### src/rtl/rf_regset_pkg.sv
`timescale 1ns/1ps
package rf_regset_pkg;

    // Architectural register numbers seen on the read and write ports.
    typedef enum logic [3:0] {
        RIX_D0   = 4'd0,
        RIX_D1   = 4'd1,
        RIX_D2   = 4'd2,
        RIX_D3   = 4'd3,
        RIX_ADRL = 4'd4,
        RIX_ADRH = 4'd5,
        RIX_FRM  = 4'd6,
        RIX_STB  = 4'd7,
        RIX_SP   = 4'd8,
        RIX_USP  = 4'd9,
        RIX_ISP  = 4'd10,
        RIX_PC   = 4'd11,
        RIX_ITB  = 4'd12,
        RIX_FLG  = 4'd13,
        RIX_PAIR = 4'd14,
        RIX_NONE = 4'd15
    } reg_idx_e;

    localparam int IDX_W       = 4;
    localparam int BANKED_REGS = 7;   // numbers 0..6 live in each bank
    localparam int NUM_BANKS   = 2;   // one bank-select flag bit

    // Flag bit positions.
    localparam int FLG_C = 0;
    localparam int FLG_D = 1;
    localparam int FLG_Z = 2;
    localparam int FLG_S = 3;
    localparam int FLG_B = 4;
    localparam int FLG_O = 5;
    localparam int FLG_I = 6;
    localparam int FLG_U = 7;

endpackage

### src/rtl/rf_read_port.sv
`timescale 1ns/1ps
module rf_read_port
    import rf_regset_pkg::*;
#(
    parameter int DATA_W = 16,
    parameter int ADDR_W = 20,
    parameter int FLAG_W = 11,
    parameter int NBREG  = 7
) (
    input  logic [IDX_W-1:0]                 idx,
    input  logic [NBREG-1:0][DATA_W-1:0]     bank_view,
    input  logic [DATA_W-1:0]                sb,
    input  logic [DATA_W-1:0]                usp,
    input  logic [DATA_W-1:0]                isp,
    input  logic [ADDR_W-1:0]                pc,
    input  logic [ADDR_W-1:0]                intb,
    input  logic [FLAG_W-1:0]                flg,
    output logic [2*DATA_W-1:0]              data
);
    localparam int RD_W = 2 * DATA_W;
    localparam int SEL_W = $clog2(NBREG);

    logic [SEL_W-1:0] bsel;
    assign bsel = idx[SEL_W-1:0];

    always_comb begin
        data = '0;
        case (reg_idx_e'(idx))
            RIX_D0, RIX_D1, RIX_D2, RIX_D3,
            RIX_ADRL, RIX_ADRH, RIX_FRM: data[DATA_W-1:0] = bank_view[bsel];
            RIX_STB:  data[DATA_W-1:0] = sb;
            RIX_SP:   data[DATA_W-1:0] = flg[FLG_U] ? usp : isp;
            RIX_USP:  data[DATA_W-1:0] = usp;
            RIX_ISP:  data[DATA_W-1:0] = isp;
            RIX_PC:   data[ADDR_W-1:0] = pc;
            RIX_ITB:  data[ADDR_W-1:0] = intb;
            RIX_FLG:  data[FLAG_W-1:0] = flg;
            RIX_PAIR: data[RD_W-1:0]   = {bank_view[RIX_ADRH], bank_view[RIX_ADRL]};
            default:  data = '0;
        endcase
    end
endmodule

### src/rtl/rf_flag_next.sv
`timescale 1ns/1ps
module rf_flag_next
    import rf_regset_pkg::*;
#(
    parameter int DATA_W = 16,
    parameter int FLAG_W = 11
) (
    input  logic [FLAG_W-1:0] flg_q,
    input  logic              wr_flg,
    input  logic [FLAG_W-1:0] wr_val,
    input  logic              alu_upd,
    input  logic [DATA_W-1:0] alu_res,
    input  logic              alu_carry,
    input  logic              alu_ovf,
    input  logic              irq_take,
    output logic [FLAG_W-1:0] flg_d
);
    always_comb begin
        flg_d = flg_q;
        // Lowest precedence: whole-word write through the write port.
        if (wr_flg) begin
            flg_d = wr_val;
        end
        // ALU status overrides the four result bits.
        if (alu_upd) begin
            flg_d[FLG_C] = alu_carry;
            flg_d[FLG_Z] = (alu_res == '0);
            flg_d[FLG_S] = alu_res[DATA_W-1];
            flg_d[FLG_O] = alu_ovf;
        end
        // Interrupt acceptance masks further requests.
        if (irq_take) begin
            flg_d[FLG_I] = 1'b0;
        end
        // Debug bit is never set by this block.
        flg_d[FLG_D] = 1'b0;
    end
endmodule

### src/rtl/rf_regset.sv
`timescale 1ns/1ps
module rf_regset
    import rf_regset_pkg::*;
#(
    parameter int DATA_W = 16,
    parameter int ADDR_W = 20,
    parameter int FLAG_W = 11
) (
    input  logic                 clk,
    input  logic                 rst_n,
    input  logic [3:0]           rd_a_idx,
    input  logic [3:0]           rd_b_idx,
    output logic [2*DATA_W-1:0]  rd_a_data,
    output logic [2*DATA_W-1:0]  rd_b_data,
    input  logic                 wr_en,
    input  logic [3:0]           wr_idx,
    input  logic [2*DATA_W-1:0]  wr_data,
    input  logic                 alu_upd,
    input  logic [DATA_W-1:0]    alu_res,
    input  logic                 alu_carry,
    input  logic                 alu_ovf,
    input  logic                 irq_req,
    output logic                 irq_accept,
    output logic [FLAG_W-1:0]    flags
);
    localparam int RD_W   = 2 * DATA_W;
    localparam int NRD    = 2;
    localparam int NBREG  = BANKED_REGS;
    localparam int SEL_W  = $clog2(NBREG);

    typedef logic [NBREG-1:0][DATA_W-1:0] bank_t;

    typedef struct packed {
        logic [NUM_BANKS-1:0][NBREG-1:0][DATA_W-1:0] banks;
        logic [DATA_W-1:0] sb;
        logic [DATA_W-1:0] usp;
        logic [DATA_W-1:0] isp;
        logic [ADDR_W-1:0] pc;
        logic [ADDR_W-1:0] intb;
        logic [FLAG_W-1:0] flg;
    } state_t;

    state_t state_q, state_d;

    // Current bank and stack selection, from registered flags only.
    logic  bank_sel_q;
    logic  stk_user_q;
    bank_t bank_view;
    assign bank_sel_q = state_q.flg[FLG_B];
    assign stk_user_q = state_q.flg[FLG_U];
    assign bank_view  = state_q.banks[bank_sel_q];

    // Interrupt acceptance gated by the enable flag.
    logic irq_take;
    assign irq_take   = irq_req & state_q.flg[FLG_I];
    assign irq_accept = irq_take;
    assign flags      = state_q.flg;

    // Read ports.
    logic [NRD-1:0][IDX_W-1:0] rd_idx_w;
    logic [NRD-1:0][RD_W-1:0]  rd_data_w;
    assign rd_idx_w  = {rd_b_idx, rd_a_idx};
    assign rd_a_data = rd_data_w[0];
    assign rd_b_data = rd_data_w[1];

    for (genvar p = 0; p < NRD; p++) begin : g_rd
        rf_read_port #(
            .DATA_W (DATA_W),
            .ADDR_W (ADDR_W),
            .FLAG_W (FLAG_W),
            .NBREG  (NBREG)
        ) u_rd (
            .idx       (rd_idx_w[p]),
            .bank_view (bank_view),
            .sb        (state_q.sb),
            .usp       (state_q.usp),
            .isp       (state_q.isp),
            .pc        (state_q.pc),
            .intb      (state_q.intb),
            .flg       (state_q.flg),
            .data      (rd_data_w[p])
        );
    end

    // Flag next-state.
    logic              wr_flg;
    logic [FLAG_W-1:0] flg_next;
    assign wr_flg = wr_en && (reg_idx_e'(wr_idx) == RIX_FLG);

    rf_flag_next #(
        .DATA_W (DATA_W),
        .FLAG_W (FLAG_W)
    ) u_flg (
        .flg_q     (state_q.flg),
        .wr_flg    (wr_flg),
        .wr_val    (wr_data[FLAG_W-1:0]),
        .alu_upd   (alu_upd),
        .alu_res   (alu_res),
        .alu_carry (alu_carry),
        .alu_ovf   (alu_ovf),
        .irq_take  (irq_take),
        .flg_d     (flg_next)
    );

    logic [SEL_W-1:0] wsel;
    assign wsel = wr_idx[SEL_W-1:0];

    // Next-state computation.
    always_comb begin
        state_d = state_q;
        if (wr_en) begin
            case (reg_idx_e'(wr_idx))
                RIX_D0, RIX_D1, RIX_D2, RIX_D3,
                RIX_ADRL, RIX_ADRH, RIX_FRM:
                    state_d.banks[bank_sel_q][wsel] = wr_data[DATA_W-1:0];
                RIX_STB: state_d.sb = wr_data[DATA_W-1:0];
                RIX_SP: begin
                    if (stk_user_q) state_d.usp = wr_data[DATA_W-1:0];
                    else            state_d.isp = wr_data[DATA_W-1:0];
                end
                RIX_USP: state_d.usp  = wr_data[DATA_W-1:0];
                RIX_ISP: state_d.isp  = wr_data[DATA_W-1:0];
                RIX_PC:  state_d.pc   = wr_data[ADDR_W-1:0];
                RIX_ITB: state_d.intb = wr_data[ADDR_W-1:0];
                RIX_PAIR: begin
                    state_d.banks[bank_sel_q][RIX_ADRL] = wr_data[DATA_W-1:0];
                    state_d.banks[bank_sel_q][RIX_ADRH] = wr_data[RD_W-1:DATA_W];
                end
                default: ;
            endcase
        end
        state_d.flg = flg_next;
    end

    always_ff @(posedge clk) begin
        if (!rst_n) begin
            state_q <= '0;
        end else begin
            state_q <= state_d;
        end
    end
endmodule

### config.mk
export PLATFORM = sky130hd
export DESIGN_NAME = rf_regset
export DESIGN_NICKNAME = d
export VERILOG_FILES = /design/src/rtl/rf_regset_pkg.sv /design/src/rtl/rf_read_port.sv /design/src/rtl/rf_flag_next.sv /design/src/rtl/rf_regset.sv
export SDC_FILE = /design/constraint.sdc
export NUM_CORES = 1
export LEC_CHECK = 0
export BUFFER_PORTS_ARGS = -buffer_cell sky130_fd_sc_hd__buf_2
export CAP_MARGIN = 20
export CORE_MARGIN = 3
export CORE_UTILIZATION = 37
export DETAILED_ROUTE_END_ITERATION = 8
export PLACE_DENSITY = 0.56
export SYNTH_ARGS = -nofsm -noshare
export SYNTH_HDL_FRONTEND = slang
export SYNTH_SLANG_ARGS = --single-unit
export TNS_END_PERCENT = 20
### constraint.sdc
create_clock -name clk -period 6 [get_ports clk]
set_input_delay 0.6 -clock clk [delete_from_list [all_inputs] [get_ports clk]]
set_output_delay 0.6 -clock clk [all_outputs]
set_load 0.05 [all_outputs]
### Yosys cells after proc, flatten, opt, wreduce, memory -nomap -nowiden

Cells that the tools add are included.
W data, S select, Z words.

| storage, ports and cells | value |
|---|---|
| input bits | 67 |
| logic and storage cells | 131 |
| output and inout port bits | 76 |
| flip-flop bits (word level) | 323 |

| operators by class | value |
|---|---|
| bitwise logic cells | 2 |
| equality and inequality tests | 44 |
| reduce and logical (&&, ||, !) cells | 21 |
| muxes and demuxes | 35 |
| magnitude comparators | 6 |

Operators by type and width:

| operator | number |
|---|---|
| $bwmux W224 | 3 |
| $pmux W224 S2 | 1 |
| $demux W112 S1 | 3 |
| $mux W112 | 3 |
| $pmux W11 S9 | 2 |
| $bmux W16 S3 | 2 |
| $mux W16 | 6 |
| $mux W96 | 1 |
| $eq A4 B4 Y1 const B | 21 |
| $mux W80 | 1 |
| $pmux W5 S8 | 2 |
| $pmux W16 S2 | 2 |
| $demux W16 S3 | 1 |
| $eq A4 B3 Y1 const B | 12 |
| $eq A4 B2 Y1 const B | 6 |
| $mux W12 | 2 |
| $pmux W4 S3 | 2 |
| $reduce_or A7 Y1 | 3 |
| $logic_not A16 Y1 | 1 |
| $eq A4 B1 Y1 const B | 3 |
| $logic_not A4 Y1 | 3 |
| $lt A3 B4 Y1 const B | 3 |
| $reduce_and A2 Y1 | 4 |
| $reduce_bool A2 Y1 | 4 |
| 12 further kinds | 17 |

### Logic depth before layout (Yosys ltp)

| depth | value |
|---|---|
| word-level depth | 8 |
| gate-level depth with buffers | 9 |
| gate-level depth less buffers | 4 |

### Modules after synthesis

From an unflattened synthesis, not the netlist that was laid out.

| second synthesis, totals | value |
|---|---|
| cell total of the unflattened synthesis | 2072 |
| area, all modules | 18875.6 µm² |

By module, submodules not included:

| module | area an instance (µm²) | cells an instance | sequential area each (µm²) | instances |
|---|---|---|---|---|
| rf_regset | 14219.9 | 1497 | 6466.2 | 1 |
| rf_read_port | 2217.1 | 274 | 0.0 | 2 |
| rf_flag_next | 221.5 | 27 | 0.0 | 1 |

### Least setup slack after synthesis

OpenSTA, ideal clock, no wires.

| timing | value |
|---|---|
| path kind | in2out |
| from | input rd_a_idx[0] |
| to | output rd_a_data[3] |
| cell stages on the path | 7 |
| required time | 5.400 ns |
| buffers on the path | 3 |
| setup slack | 2.097 ns |
| arrival time | 3.303 ns |
| cell sequence | buf_4 -> buf_6 -> buf_4 -> mux4_2 -> nand2_1 -> and3_1 -> o311ai_0 |

| between the ends | value |
|---|---|
| word-level cells in the longest chain between the ends | 3 |
| elaborated cells on any way between the ends | 19 |
| those cells by class | eq/ne (14); mux (3); reduce/logical (2) |

Ends and longest elaborated chain:

| element | line | source |
|---|---|---|
| start: declaration | rf_regset.sv:11 | `input logic [3:0] rd_a_idx,` |
| $bmux W16 S3 (tied with other cells) | rf_read_port.sv:30 | `RIX_ADRL, RIX_ADRH, RIX_FRM: data[DATA_W-1:0] = bank_view[bsel];` |
| $mux W16 (implied by the code) or $reduce_or A7 Y1 (tied branches) | rf_read_port.sv:30, rf_read_port.sv:28 |  |
| $pmux W11 S9 * | rf_read_port.sv:28 | `case (reg_idx_e'(idx))` |
| end: declaration | rf_regset.sv:13 | `output logic [2*DATA_W-1:0] rd_a_data,` |

Mark *: on every way between the ends. The rest lies on a longest branch, timed or not. The select of a mux whose other input is x is not followed.

### Final worst setup path

| timing | value |
|---|---|
| from | register state_q, in the netlist flags[4] |
| to | output rd_a_data[9] |

| between the ends | value |
|---|---|
| word-level cells in the longest chain between the ends | 5 |

Ends and longest elaborated chain:

| element | line | source |
|---|---|---|
| start: declaration | rf_regset.sv:43 | `state_t state_q, state_d;` |
| start signal: assignment | rf_regset.sv:139 | `state_q <= state_d;` |
| $mux W112 (implied by the code) * (2 in series) | rf_regset.sv:51 | `assign bank_view = state_q.banks[bank_sel_q];` |
| $bmux W16 S3 | rf_read_port.sv:30 |  |
| $mux W16 (implied by the code) | rf_read_port.sv:30 |  |
| $pmux W11 S9 * | rf_read_port.sv:28 |  |

Marked as above.

==> results.sh <==
export IMPL_peakVddDrop_mv=0.172
export IMPL_endpoint_kind="primary output"
export IMPL_nets=2142
export IMPL_syn_area_um2=19100
export IMPL_cts_tree="yes"
export IMPL_status="complete, no violations"
export IMPL_total_leakage_power_nw=7.54
export IMPL_wire_per_inst_um=28.1
export IMPL_hold_ws_ps=368
export IMPL_finalHoldViolations=0
export IMPL_min_path_type="in -> reg"
export IMPL_clockPowerShare=0.462
export IMPL_synthesis_nets=2146
export IMPL_ctsHoldBuffers=0
export IMPL_cts_root_buffer="clkbuf_16"
export IMPL_pin_count=143
export IMPL_synth_seq_cells=322
export IMPL_numCtsBuffers=38
export IMPL_drtPass1Iterations=5
export IMPL_skew_ps=20.7
export IMPL_holdPathStages=3
export IMPL_post_dp_hpwl_um=53800
export IMPL_cts_max_level=2
export IMPL_clk_latency_ps=570
export IMPL_yosys_area_top_type="dfxtp_1"
export IMPL_netlist_top_cells_count="dfxtp_1, nand2_1, mux2i_1"
export IMPL_drv_cap=0
export IMPL_die_area_um2=54300
export IMPL_dp_cells=2706
export IMPL_fin_crit_sh=0.738
export IMPL_max_freq_mhz=226
export IMPL_maxSlewHeadroom=0.238
export IMPL_setup_tns_ps=0
export IMPL_clock_sinks=322
export IMPL_grt_pass1_wl_um=113000
export IMPL_via_count=17100
export IMPL_track_usage=0.280
export IMPL_netlist_area_leader_share=0.338
export IMPL_finalCriticalPeriod_ps=4430
export IMPL_arrival_ps=3830
export IMPL_cts_path_max_buffers=3
export IMPL_dieHeight_um=233
export IMPL_postCtsSetupRepairBufs=0
export IMPL_ys_seq_area_frac=0.338
export IMPL_initial_core_util=0.377
export IMPL_setup_viol=0
export IMPL_core_area_um2=50600
export IMPL_rows=82
export IMPL_viasPerCell=6.16
export IMPL_gp_congestion=1.00
export IMPL_p_comb_frac=0.104
export IMPL_maxSlewViolCount=0
export IMPL_first_global_vias=16100
export IMPL_worstSetupPathType="reg -> out"
export IMPL_synth_edf_count=0
export IMPL_avgSynthCellArea_um2=9.18
export IMPL_worst_pin_slew_ps=1140
export IMPL_p_sw_mw=1.36
export IMPL_yosysMostFrequentCell="dfxtp_1"
export IMPL_critPathLaunchType="flop"
export IMPL_io_buffer_count=141
export IMPL_antenna_left=0
export IMPL_drc=0
export IMPL_cts_clk_slew_worst_paths_ps=60
export IMPL_grt_remaining_overflow=0
export IMPL_cts_resized=0
export IMPL_drt_initial_drc_count=1903
export IMPL_ys_types=83
export IMPL_netSwitchingFraction=0.269
export IMPL_die_w_um=233
export IMPL_p_int_mw=3.69
export IMPL_seqPwrFrac=0.434
export IMPL_path_max_fanout=51
export IMPL_regToRegSetupSlack_ps=2820
export IMPL_synth_cells=2079
export IMPL_rsz0062_at_grt="false"
export IMPL_grt_max_degree=137
export IMPL_synth_warnings=0
export IMPL_stdcell_count=2771
export IMPL_area_delta_synth_final_pct=10.5
export IMPL_synthArstFlopShare=0
export IMPL_power_density_nw_per_um2=239
export IMPL_antennaDiodeCount=0
export IMPL_netlist_top_cells_area="dfxtp_1, mux2i_1, mux4_2, nand2_1, a21boi_0"
export IMPL_antenna_found_initial=2
export IMPL_routed_wl_um=77900
export IMPL_ff2ff_path_depth=6
export IMPL_drive_gt1_frac=0.173
export IMPL_crit_required_ps=5400
export IMPL_synth_flop_cell="dfxtp_1"
export IMPL_nFillCells=4992
-- worst max-delay path, stage by stage, from the launching register on --
cell and delay [ps]:
dfxtp_4 920, buf_4 460, mux4_2 610, mux2i_1 170
nor3_1 70, or4_1 650, buf_2 280
-- layout make-up --
type	instances	area, um2	area share
multi-input combinational	1523	11500	0.545
sequential	322	6450	0.306
timing repair buffer	184	1070	0.0507
clock buffer	51	1060	0.0503
tap	672	841	0.0399
clock inverter	13	159	0.00754
inverter	6	22.5	0.00107
-- metal layers --
layer,routed length (um),track usage,vias up,part of all wire
li1,-,-,7539,-
met1,34200,0.393,8536,0.44
met2,34800,0.437,841,0.45
met3,6270,0.0434,151,0.080
met4,2670,0.0997,2,0.034
met5,8,0,-,0.00010
-- placed cells by master (no fill, tap or decap), types with 7 or more instances in the layout --
cell type,instances
a22oi_1,41
nor4_1,7
nand2_1,308
o211a_1,36
a22o_1,7
nand3_1,65
o2111ai_1,8
dfxtp_1,321
mux2_2,26
buf_2,141
a221oi_1,8
a21boi_0,149
a21oi_1,23
nor2b_1,153
o22a_1,10
o22ai_1,29
o2bb2ai_1,10
nand3b_1,25
nand4_1,14
o21ai_0,33
o32ai_1,8
clkbuf_1,8
buf_4,39
nand2b_1,17
nor3_1,10
mux4_2,63
and2_1,13
and4b_1,9
mux2i_1,219
a211oi_1,10
nor3b_1,9
a221o_1,33
nor2_1,68
clkbuf_16,39
-- path summary, 6_finish.rpt --
path,startpoint,to
setup / recovery,flags[4]$_SDFFE_PN0P_,rd_a_data[9]
hold / removal,wr_data[18],state_q[29]$_SDFFE_PN0P_
hold reg to reg,state_q[146]$_SDFFE_PN0P_,state_q[146]$_SDFFE_PN0P_
setup reg to reg,flags[4]$_SDFFE_PN0P_,state_q[221]$_SDFFE_PN0P_
-- flip-flops by register name, summed over array words and instances (netlist names) --
name	flops
flags	10
state_q	312
-- power by group through the flow --
stage / Clock [mW] / Sequential [mW] / Combinational [mW]
2_1_floorplan: 0 / 2.22 / 0.341
3_3_place_gp: 0 / 2.23 / 0.507
3_5_place_dp: 0 / 2.24 / 0.511
4_1_cts: 2.37 / 2.19 / 0.511
5_1_grt: 2.45 / 2.19 / 0.542
6_report: 2.33 / 2.19 / 0.523
-- cells by family after synthesis --
group | count (synthesis) | share of synthesized area
compound gates | 461 | 0.190
buf+inv | 234 | 0.0622
mux | 312 | 0.207
flops | 322 | 0.338
other cells | 1 | 0.000197
simple gates | 748 | 0.202
xor+xnor | 1 | 0.000459
-- metrics by stage --
step           power, mW  area (um2)  utilization  worst slack (ps)
6_report            5.05       21100        0.417              1570
5_1_grt             5.19       21100        0.417              1510
4_1_cts             5.07       21100        0.417              1640
3_5_place_dp        2.75       19900        0.393              2050
3_3_place_gp        2.74       19800        0.392              2080
2_1_floorplan       2.56       19100            -              2100
(Power assumes the default switching activity.)
